File: src/rtl/hint_pkg.sv
package hint_pkg;

   // Register bus addresses
   typedef enum logic [2:0] {
      HA_MASK      = 3'd0,
      HA_MASK_SET  = 3'd1,
      HA_MASK_CLR  = 3'd2,
      HA_STAT_PEEK = 3'd3,
      HA_STAT_TAKE = 3'd4,
      HA_ACK       = 3'd5
   } hint_addr_e;

   // Source positions fixed by the device
   localparam int SRC_RXB0      = 0;
   localparam int SRC_TXDATA    = 1;
   localparam int SRC_TXXFER    = 2;
   localparam int SRC_RXB1      = 3;
   localparam int SRC_RXXFER    = 4;
   localparam int SRC_EVMBOX_A  = 5;
   localparam int SRC_EVMBOX_B  = 6;
   localparam int SRC_WAKE      = 7;
   localparam int SRC_TRACE_A   = 8;
   localparam int SRC_TRACE_B   = 9;
   localparam int SRC_CMD_DONE  = 10;
   localparam int SRC_INIT_DONE = 14;
   localparam int SRC_COEX_ON   = 16;
   localparam int SRC_COEX_OFF  = 17;
   localparam int SRC_COUNT     = 18;

endpackage

File: src/rtl/hint_edge.sv
module hint_edge #(
   parameter int N = 18
) (
   input  logic         clk,
   input  logic         rst_n,
   input  logic [N-1:0] src_i,
   output logic [N-1:0] rise_o
);
   logic [N-1:0] prev_q;

   always_ff @(posedge clk) begin
      if (!rst_n) prev_q <= '0;
      else        prev_q <= src_i;
   end

   assign rise_o = src_i & ~prev_q;

endmodule

File: src/rtl/hint_mask_reg.sv
module hint_mask_reg #(
   parameter int           N       = 18,
   parameter logic [N-1:0] RST_VAL = 1
) (
   input  logic         clk,
   input  logic         rst_n,
   input  logic         wr_dir_i,
   input  logic         wr_set_i,
   input  logic         wr_clr_i,
   input  logic [N-1:0] wdata_i,
   output logic [N-1:0] mask_o
);
   logic [N-1:0] mask_q;

   always_ff @(posedge clk) begin
      if (!rst_n)        mask_q <= RST_VAL;
      else if (wr_dir_i) mask_q <= wdata_i;
      else if (wr_set_i) mask_q <= mask_q | wdata_i;
      else if (wr_clr_i) mask_q <= mask_q & ~wdata_i;
   end

   assign mask_o = mask_q;


   mask_dir_chk: assert property (@(posedge clk) disable iff (!rst_n)
      wr_dir_i |=> mask_q == $past(wdata_i));


   mask_set_chk: assert property (@(posedge clk) disable iff (!rst_n)
      (wr_set_i && !wr_dir_i) |=> (mask_q & $past(wdata_i)) == $past(wdata_i));


   mask_clr_chk: assert property (@(posedge clk) disable iff (!rst_n)
      (wr_clr_i && !wr_dir_i && !wr_set_i) |=> (mask_q & $past(wdata_i)) == '0);

endmodule

File: src/rtl/hint_status_reg.sv
module hint_status_reg #(
   parameter int N = 18
) (
   input  logic         clk,
   input  logic         rst_n,
   input  logic [N-1:0] rise_i,
   input  logic         clr_all_i,
   input  logic [N-1:0] ack_i,
   output logic [N-1:0] stat_o
);
   logic [N-1:0] stat_q;

   for (genvar gi = 0; gi < N; gi++) begin : g_bit
      always_ff @(posedge clk) begin
         if (!rst_n)                      stat_q[gi] <= 1'b0;
         else if (rise_i[gi])             stat_q[gi] <= 1'b1;
         else if (clr_all_i || ack_i[gi]) stat_q[gi] <= 1'b0;
      end


      edge_wins_chk: assert property (@(posedge clk) disable iff (!rst_n)
         rise_i[gi] |=> stat_q[gi]);


      ack_bit_chk: assert property (@(posedge clk) disable iff (!rst_n)
         (ack_i[gi] && !rise_i[gi]) |=> !stat_q[gi]);
   end

   assign stat_o = stat_q;


   take_clears_chk: assert property (@(posedge clk) disable iff (!rst_n)
      (clr_all_i && rise_i == '0) |=> stat_q == '0);

endmodule

File: src/rtl/hint_line_drv.sv
module hint_line_drv #(
   parameter int N = 18
) (
   input  logic         clk,
   input  logic         rst_n,
   input  logic [N-1:0] stat_i,
   input  logic [N-1:0] mask_i,
   input  logic         active_low_i,
   output logic         irq_o
);
   logic pend;
   logic irq_q;

   assign pend = |(stat_i & ~mask_i);

   always_ff @(posedge clk) begin
      if (!rst_n) irq_q <= active_low_i;
      else        irq_q <= pend ^ active_low_i;
   end

   assign irq_o = irq_q;


   line_idle_chk: assert property (@(posedge clk) disable iff (!rst_n)
      ((stat_i & ~mask_i) == '0) |=> irq_o == $past(active_low_i));


   line_busy_chk: assert property (@(posedge clk) disable iff (!rst_n)
      ((stat_i & ~mask_i) != '0) |=> irq_o != $past(active_low_i));

endmodule

File: src/rtl/host_int_ctrl.sv
module host_int_ctrl
   import hint_pkg::*;
#(
   parameter int                  NUM_SRC  = SRC_COUNT,
   parameter int                  DATA_W   = 32,
   parameter int                  ADDR_W   = 3,
   parameter logic [NUM_SRC-1:0]  MASK_RST = 1
) (
   input  logic              clk,
   input  logic              rst_n,
   input  logic [NUM_SRC-1:0] src_i,
   input  logic              bus_wr_i,
   input  logic              bus_rd_i,
   input  logic [ADDR_W-1:0] bus_addr_i,
   input  logic [DATA_W-1:0] bus_wdata_i,
   output logic [DATA_W-1:0] bus_rdata_o,
   input  logic              cfg_active_low_i,
   output logic              host_irq_o
);
   localparam int PAD_W = DATA_W - NUM_SRC;

   initial begin
      assert (NUM_SRC >= 1 && NUM_SRC <= DATA_W);
      assert (ADDR_W >= 3);
   end

   logic [NUM_SRC-1:0] wval;
   logic [NUM_SRC-1:0] rise;
   logic [NUM_SRC-1:0] mask;
   logic [NUM_SRC-1:0] stat;
   logic [NUM_SRC-1:0] rsel;
   logic [NUM_SRC-1:0] ack_bits;
   logic               a_mask, a_set, a_clr, a_peek, a_take, a_ack;
   logic               take_rd;
   logic [DATA_W-1:0]  rdata_q;

   assign wval = bus_wdata_i[NUM_SRC-1:0];

   if (PAD_W > 0) begin : g_pad
      logic unused_hi;
      assign unused_hi = ^bus_wdata_i[DATA_W-1:NUM_SRC];
   end

   // address decode
   assign a_mask = bus_addr_i == ADDR_W'(HA_MASK);
   assign a_set  = bus_addr_i == ADDR_W'(HA_MASK_SET);
   assign a_clr  = bus_addr_i == ADDR_W'(HA_MASK_CLR);
   assign a_peek = bus_addr_i == ADDR_W'(HA_STAT_PEEK);
   assign a_take = bus_addr_i == ADDR_W'(HA_STAT_TAKE);
   assign a_ack  = bus_addr_i == ADDR_W'(HA_ACK);

   assign take_rd  = bus_rd_i && a_take;
   assign ack_bits = (bus_wr_i && a_ack) ? wval : '0;

   hint_edge #(.N(NUM_SRC)) u_edge (
      .clk    (clk),
      .rst_n  (rst_n),
      .src_i  (src_i),
      .rise_o (rise)
   );

   hint_mask_reg #(.N(NUM_SRC), .RST_VAL(MASK_RST)) u_mask (
      .clk      (clk),
      .rst_n    (rst_n),
      .wr_dir_i (bus_wr_i && a_mask),
      .wr_set_i (bus_wr_i && a_set),
      .wr_clr_i (bus_wr_i && a_clr),
      .wdata_i  (wval),
      .mask_o   (mask)
   );

   hint_status_reg #(.N(NUM_SRC)) u_stat (
      .clk       (clk),
      .rst_n     (rst_n),
      .rise_i    (rise),
      .clr_all_i (take_rd),
      .ack_i     (ack_bits),
      .stat_o    (stat)
   );

   hint_line_drv #(.N(NUM_SRC)) u_line (
      .clk          (clk),
      .rst_n        (rst_n),
      .stat_i       (stat),
      .mask_i       (mask),
      .active_low_i (cfg_active_low_i),
      .irq_o        (host_irq_o)
   );

   // read selection
   always_comb begin
      rsel = '0;
      if (bus_rd_i) begin
         if (a_mask)                rsel = mask;
         else if (a_peek || a_take) rsel = stat;
      end
   end

   always_ff @(posedge clk) begin
      if (!rst_n) rdata_q <= '0;
      else        rdata_q <= DATA_W'(rsel);
   end

   assign bus_rdata_o = rdata_q;


   peek_keeps_chk: assert property (@(posedge clk) disable iff (!rst_n)
      (bus_rd_i && a_peek && !bus_wr_i && rise == '0) |=> $stable(stat));


   wo_read_zero_chk: assert property (@(posedge clk) disable iff (!rst_n)
      (bus_rd_i && (a_set || a_clr || a_ack)) |=> bus_rdata_o == '0);


   idle_rdata_chk: assert property (@(posedge clk) disable iff (!rst_n)
      !bus_rd_i |=> bus_rdata_o == '0);

endmodule

File: config.mk
export PLATFORM = sky130hd
export DESIGN_NAME = host_int_ctrl
export DESIGN_NICKNAME = d
export VERILOG_FILES = /design/src/rtl/hint_pkg.sv /design/src/rtl/hint_edge.sv /design/src/rtl/hint_mask_reg.sv /design/src/rtl/hint_status_reg.sv /design/src/rtl/hint_line_drv.sv /design/src/rtl/host_int_ctrl.sv
export SDC_FILE = /design/constraint.sdc
export NUM_CORES = 1
export LEC_CHECK = 0
export CORE_MARGIN = 8
export CORE_UTILIZATION = 48
export DETAILED_ROUTE_END_ITERATION = 8
export PLACE_DENSITY_LB_ADDON = 0.05
export SYNTH_ARGS = -nofsm -noshare
export SYNTH_HDL_FRONTEND = slang
export SYNTH_HIERARCHICAL = 1
export SYNTH_SLANG_ARGS = --single-unit
export TNS_END_PERCENT = 30
File: constraint.sdc
create_clock -name clk -period 1.8 [get_ports clk]
set_input_delay 0.36 -clock clk [delete_from_list [all_inputs] [get_ports clk]]
set_output_delay 0.36 -clock clk [all_outputs]
set_load 0.05 [all_outputs]
Word-level counts from Yosys, hierarchy flattened:

Cells that the tools add are included.

* bits in registers: 87
* latch bits: 0
* RAM bits: 0
* bits in read-only memories: 0
* output and inout port bits: 33
* memories kept: 0

* add/sub/neg operators: 0
* multiply operators: 0
* divide/modulo/power cells: 0
* $lt $le $gt $ge: 0
* equal/unequal tests: 5
* shift-type cells: 0
* muxes and demuxes: 43
* bitwise gates (word level): 8
* reductions and logical operators: 46

Operators by type and width (number)
* 18-bit 2-to-1 mux: 6
* 18-bit bitwise AND: 3
* 18-bit NOT: 3
* 1-bit 2-to-1 mux: 37
* 2-bit nonzero test: 18
* 1-bit logical OR: 19
* 18-bit OR: 1
* 18-bit OR reduction: 1
* 3-bit by 2-bit == test with 1-bit output, second input constant: 2
* 3-bit == test, second input constant: 2
* 1-bit logical AND: 5
* 3-bit by 1-bit == test with 1-bit output, second input constant: 1
* 3-bit logical NOT: 1
* 3-bit nonzero test: 1
* 2-bit AND reduction: 1
* 1-bit XOR: 1

Depth between registers and ports, before layout:

Gate-level depths: netlist (run 1).

* depth after elaboration: 6
* mapped depth: 8
* mapped depth without buffers: 6

Hierarchy:

The synthesis (run 1) kept the hierarchy.

By module, submodules not included
* host_int_ctrl: times used 1, cells each 89, area each 912.1 µm²
* hint_mask_reg: times used 1, cells each 97, area each 848.3 µm²
* hint_status_reg: times used 1, cells each 58, area each 721.9 µm²
* hint_edge: times used 1, cells each 55, area each 596.8 µm²
* hint_line_drv: times used 1, cells each 32, area each 203.9 µm²

Least setup slack after synthesis (run 1):

OpenSTA, ideal clock, no wires.

* path kind: input-to-reg
* from: input port bus_wr_i
* to: register with a tool-made name
* data arrival time: 1.540 ns
* data required time: 1.734 ns
* path slack: 0.194 ns
* cell stages on the path: 7
* path buffers: 2
* cells stage by stage: nor2b_1 nor3b_1 or2_1 buf_6 buf_8 nand2_1 a21boi_2

RTL lines
* start, declared: RTL line host_int_ctrl.sv:12 `input logic bus_wr_i,`

Final worst setup path (run 1):

* from: input port bus_addr_i[1]
* to: register u_stat.stat_q[3], in the netlist u_stat/stat_o[3]

* longest elaborated chain between the ends: 5
* elaborated cells on any way between the ends: 7
* those cells by class: eq/ne: 2; mux: 1; reduce/logical: 4

RTL lines
* start, declared: RTL line host_int_ctrl.sv:14 `input logic [ADDR_W-1:0] bus_addr_i,`
* 3-bit == test: RTL line host_int_ctrl.sv:50 `assign a_ack = bus_addr_i == ADDR_W'(HA_ACK);`
* 1-bit logical AND: RTL line host_int_ctrl.sv:53 `assign ack_bits = (bus_wr_i && a_ack) ? wval : '0;`
* 18-bit 2-to-1 mux: RTL line host_int_ctrl.sv:53
* net ack_bits[3]: RTL line host_int_ctrl.sv:32 `logic [NUM_SRC-1:0] ack_bits;`
* 1-bit logical OR: RTL line hint_status_reg.sv:17 `else if (clr_all_i || ack_i[gi]) stat_q[gi] <= 1'b0;`
* 2-bit nonzero test (no line)
* end signal, assigned by index: RTL line hint_status_reg.sv:15 `if (!rst_n) stat_q[gi] <= 1'b0;`
* end signal, assigned by index: RTL line hint_status_reg.sv:16 `else if (rise_i[gi]) stat_q[gi] <= 1'b1;`
* end signal, assigned by index: RTL line hint_status_reg.sv:17
* end, declared: RTL line hint_status_reg.sv:11 `logic [N-1:0] stat_q;`

The timed path passes the listed nets, and every way through them passes these cells.
A chain may end at the register's enable or synchronous reset.

==> results.md, run 1 <==
- Die width: 98.71 um
- Synth warnings: 6
- Mux cell area share after synthesis: 0
- Clock slew at reported path FFs: 70 ps
- Worst Clk Skew: approximately 5.7 ps
- Total Nets Final: 463
- Post-Layout Inst Area: 0.004195 mm^2
- HPWL after DPL: slightly above 5000 um
- Power Internal: 2.758 mW
- H-Tree Depth: 3
- First-pass GRT wire length: roughly 12000 um
- Pre-antenna DRT Iters: 4
- Cell Pwr Density: 868.8 mW/mm^2
- Max_cap viols: 0
- N_diodes: 0
- Initial antenna violation count: 0
- EDFF count, synth: 0
- Clock power share: 0.385
- Yosys top cell area share: 0.4451
- Startpoint type of the worst setup path: primary input
- Io pins: just over 90
- Worst EP arrival: 1850 ps
- Lkg Pwr: 1.671 nW
- Number of CTS-inserted buffers: 9
- F_max: about 640 MHz
- Slowest library cell on the worst path: clkdlybuf4s50_1
- Routability Congestion: 0.7390
- Combinational cell fraction of total power: 0.138
- CTS resizes: 0
- Hold Buf Count CTS: 0
- CTS tree: done
- Most frequent cells after synthesis: dfxtp_1 (73), nand2_1 (40), and2_1 (36)
- Final period util: 0.8709
- Post-Synthesis Cells: approximately 330
- Placed cell count: 474
- Vias in the first global route: 2623
- Placed Area: approximately 0.004 mm^2
- WP buf/inv: 2
- Grt total ovfl: 0
- Share of cells above drive strength 1: 0.2415
- Initial core utilization: 0.4886
- Netlist cell types: 35
- Crit Path Class: primary input to flip-flop
- Final std cells w/o fill: 490
- Synthesized area per cell: 9.919 um^2
- RSZ-0062 raised after global routing: no
- Die ar.: between 0.009 and 0.01 mm^2
- GR Util All Layers: 0.1574
- Setup crit end kind: flip-flop
- Largest cells by area after synthesis: dfxtp_1 (45%), and2_1 (6.9%), a22o_2 (4.6%)
- Biggest area consumer among synthesized cells: dfxtp_1
- Number of cell rows: 30
- Worst-path fanout max: 18
- Post-synthesis simple-gate area fraction: 0.2740
- Largest net degree at the start of global routing: 27
- CP max stage delay: 530 ps
- Worst EP required: 2080 ps
- Maximum VDD drop: between 300 and 400 uV
- WL/cell: 14.91 um
- CTS sink cnt: 73
- Core Area: around 0.0067 mm^2
- Final setup fails: 0
- Initial DRC Count: 110
- Port Buf Inserts: between 60 and 70
- Area grow syn2layout: 27.78%
- DIE HEIGHT: 98.71 um
- Synth async-reset ratio: 0
- Reg power frac: 0.476
- Residual DRC: 0
- Final Hold Vio Count: 0
- Switching pwr: 0.8870 mW
- Crit-path cells: clkdlybuf4s50_1, nor2b_1, and3_2, buf_12, and2_1, nor3b_1, o21a_1
- Sequential fraction of the synthesis area: 0.4451
- Final min period: 1568 ps
- Vias/cell: 4.996
- Synthesized-area fraction occupied by adder cells: 0
- Max Buffers Root-to-Sink: 2
- Top delay family on crit path: buffers and inverters
- Xor/xnor cell area share of the yosys netlist: 0.002668
- DRT Wirelength: 7305 um
- Antenna Nets Post-Route: 0
- Max-slew violation count: 0
- Count leader, synth: dfxtp_1
- Synthesized flop and latch total: 73
- Hold Path Class: flip-flop to flip-flop
- Total negative slack: 0 ps
- Largest family of logic cells by synthesized area: simple AND/OR/NAND/NOR gates
- Number of buffers added for setup after CTS: 0
- Clk_lat worst skew: 340 ps
- Vias: 2448
- Mapped Area: 0.003283 mm^2
- Synth Area in Compound Gates: 0.1791
- Clk root buf: clkbuf_8
- Run status: finished clean
- Sw frac: 0.2434
- Most used flip-flop cell after synthesis: dfxtp_1
layout make-up:
class                      instances  area (um^2)
clock buffer                      11        141.4
timing repair buffer              81        778.2
multi-input combinational        221         1564
sequential                        73         1461
tap                               80        100.1
fill                             605         2524
clock inverter                     5        78.83
inverter                          19        71.32
path summary, 6_finish.rpt:
kind	to	startpoint	depth (start not counted)	slack, ps
worst max register to register	u_line/irq_o	u_stat/stat_o[10]	5	590
worst max-delay path	u_stat/stat_o[3]	bus_addr_i[1]	7	230
worst min-delay path	bus_rdata_o[17]	u_stat/stat_o[17]	1	510
worst min register to register	bus_rdata_o[17]	u_stat/stat_o[17]	1	510
kinds of logic (layout without fill, tap and decap cells):
family                 Yosys count  after routing
buffers and inverters           50            116
other                            1             14
XOR/XNOR                         1              1
AO/OA/AOI/OAI                   64             64
flip-flops                      73             73
AND/OR/NAND/NOR                142            142
cells in the final DEF, fill, tap and decap left out, types with 3 or more instances in the layout:
cell	Yosys	routed
clkdlybuf4s50_1	0	43
o21a_1	18	18
a21boi_0	8	8
a22o_1	3	3
nor3b_2	10	11
inv_1	18	18
dfxtp_1	73	73
a22o_2	15	15
and2_1	36	36
a21boi_2	9	9
o22ai_1	4	4
nor3b_1	9	8
nor2b_1	19	19
buf_12	1	5
nand2_1	40	40
buf_4	14	33
conb_1	1	14
clkbuf_8	0	10
nand3b_1	19	19
power groups by stage:
stage / registers [mW] / logic, mW / clock network [mW]
floorplan: 1.79 / 0.311 / 0
global placement: 1.77 / 0.498 / 0
detailed placement: 1.77 / 0.505 / 0
CTS: 1.74 / 0.508 / 1.45
global route: 1.74 / 0.547 / 1.51
finish: 1.74 / 0.505 / 1.40
per-layer routing:
metal / part of all wire / up-vias / global-route usage
li1: - / 1228 / -
met1: 0.45 / 1147 / 0.1821
met5: 0 / - / 0
met2: 0.49 / 62 / 0.2679
met3: 0.047 / 11 / 0.03876
met4: 0.013 / 0 / 0.07084
per-stage QoR:
stage               setup slack (ps)    util  total power [mW]  hold slack (ps)
floorplan                      193.8       -             2.103            457.1
global placement              -101.4  0.5916             2.269            478.7
detailed placement            -126.5  0.5916             2.278            484.3
CTS                            233.4  0.6244             3.688            502.1
global route                   110.4  0.6244             3.796            511.5
finish                         232.4  0.6244             3.645            505.2
No activity file was read; power rests on OpenSTA's default activity.
==> inputs of run 2 (changes only) <==
CAP_MARGIN = 15   (was default)
CTS_CLUSTER_DIAMETER = 40   (was default)
==> results of run 2 <==
Same layout as run 1: the final DEF is identical, and so are final timing and power.
==> inputs of run 3 (changes only) <==
CORE_UTILIZATION = 58   (was 48)
DONT_BUFFER_PORTS = 1   (was default)
==> run 3 against run 2 <==
Sequential power hardly changed. Register-to-register slack better by 30 ps. Clock skew rose by 3.1 ps. Core utilization decreased by 0.16 points. Largest cell class unchanged.
==> results.md, run 3 (synthesis results as in run 1) <==
- Clock power share: 0.363
- Total Nets Final: 388
- Share of cells above drive strength 1: 0.1946
- Final Hold Vio Count: 0
- Number of cell rows: 27
- Setup crit end kind: output pin
- RSZ-0062 raised after global routing: no
- Grt total ovfl: 0
- Total power: 3.243 mW
- Residual DRC: 0
- Most common cell after layout, fill and taps aside: dfxtp_1
- Io pins: 91
- Hold Path Class: primary input to flip-flop
- Maximum VDD drop: approximately 440 uV
- Place WS: roughly 300 ps
- Clk_lat worst skew: 330 ps
- Antenna Nets Post-Route: 0
- Port Buf Inserts: 0
- Number of buffers added for setup after CTS: 0
- Worst EP required: 1440 ps
- CTS tree: done
- Core Area: around 0.0055 mm^2
- Max_cap viols: 0
- CTS resizes: 0
- Slew @ Worst Pin: approximately 520 ps
- Final period util: 0.7417
- Worst-path fanout max: 1
- Initial core utilization: 0.5999
- GR Util All Layers: 0.1631
- Clk root buf: clkbuf_8
- Final setup fails: 0
- Startpoint type of the worst setup path: flip-flop
- N_diodes: 0
- Max-slew violation count: 0
- Power Internal: about 2.5 mW
- Lkg Pwr: 1.302 nW
- Combinational cell fraction of total power: 0.091
- Worst EP arrival: 970 ps
- Hold Buf Count CTS: 0
- Pre-antenna DRT Iters: 4
- Total negative slack: 0 ps
- Die width: approximately 91 um
- DRT Wirelength: around 6700 um
- Largest net degree at the start of global routing: 57
- Vias: 2187
- DIE HEIGHT: 91.24 um
- Clock slew at reported path FFs: roughly 70 ps
- Area grow syn2layout: 3.811%
- Most frequent cells in the layout: dfxtp_1 (73), nand2_1 (40), and2_1 (36)
- H-Tree Depth: 3
- WL/cell: 16.42 um
- Run status: finished clean
- Routability Congestion: 0.7447
- First-pass GRT wire length: 11070 um
- Cell Pwr Density: 951.4 mW/mm^2
- F_max: 749.1 MHz
- Max-slew headroom: 0.6545
- Initial DRC Count: 106
- Vias/cell: 5.387
- Max Buffers Root-to-Sink: 2
- Die ar.: 0.008324 mm^2
- Worst setup margin: 465.0 ps
- Crit Path Class: flip-flop to output pin
- CTS sink cnt: 73
- Worst Clk Skew: 8.800 ps
- Sw frac: 0.2435
- Number of CTS-inserted buffers: 9
- Reg power frac: 0.545
- Final min period: 1335 ps
- HPWL after DPL: 4435 um
- Initial antenna violation count: 0
- Vias in the first global route: between 2000 and 2500
- Switching pwr: around 0.8 mW
-- run 3: area by class of cell --
class | instances | area [um^2]
fillers | 494 | 2064
multi-input cells | 221 | 1564
flip-flops and latches | 73 | 1461
clock buffers | 11 | 131.4
well taps | 72 | 90.09
inverters | 19 | 71.32
clock inverters | 4 | 45.04
repair buffers | 6 | 45.04
-- run 3: power groups by stage --
| stage | logic [mW] | registers [mW] | clock network [mW] |
|---|---|---|---|
| after global placement | 0.290 | 1.80 | 0 |
| after global routing | 0.323 | 1.78 | 1.27 |
| after CTS | 0.297 | 1.77 | 1.21 |
| after detailed placement | 0.296 | 1.81 | 0 |
| final | 0.296 | 1.77 | 1.18 |
| after floorplan | 0.311 | 1.79 | 0 |
-- run 3: routing by layer --
layer / track usage / wire length [um] / vias up
li1: - / - / 1074
met5: 0 / 0 / -
met4: 0.07913 / 87 / 0
met2: 0.2709 / 3094 / 66
met3: 0.06749 / 559 / 11
met1: 0.1761 / 2924 / 1036
-- run 3: final timing paths --
| kind | startpoint | end | cells after the start | slack, ps |
|---|---|---|---|---|
| max | bus_rdata_o[7] | bus_rdata_o[7] | 0 | 470 |
| min | rst_n | flip-flop | 1 | 110 |
| max reg2reg | u_stat/stat_o[10] | u_line/irq_o | 5 | 620 |
| min reg2reg | flip-flop | bus_rdata_o[5] | 1 | 500 |
-- run 3: metrics by stage --
| step | instances | hold slack [ps] | area [um^2] | util |
|---|---|---|---|---|
| finish | 406 | 112.0 | 3408 | 0.6228 |
| global route | 406 | 97.95 | 3408 | 0.6228 |
| CTS | 406 | 93.97 | 3408 | 0.6228 |
| global placement | 391 | 442.2 | 3232 | 0.5905 |
| detailed placement | 391 | 448.0 | 3232 | 0.5905 |
| floorplan | 344 | 457.1 | 3332 | - |
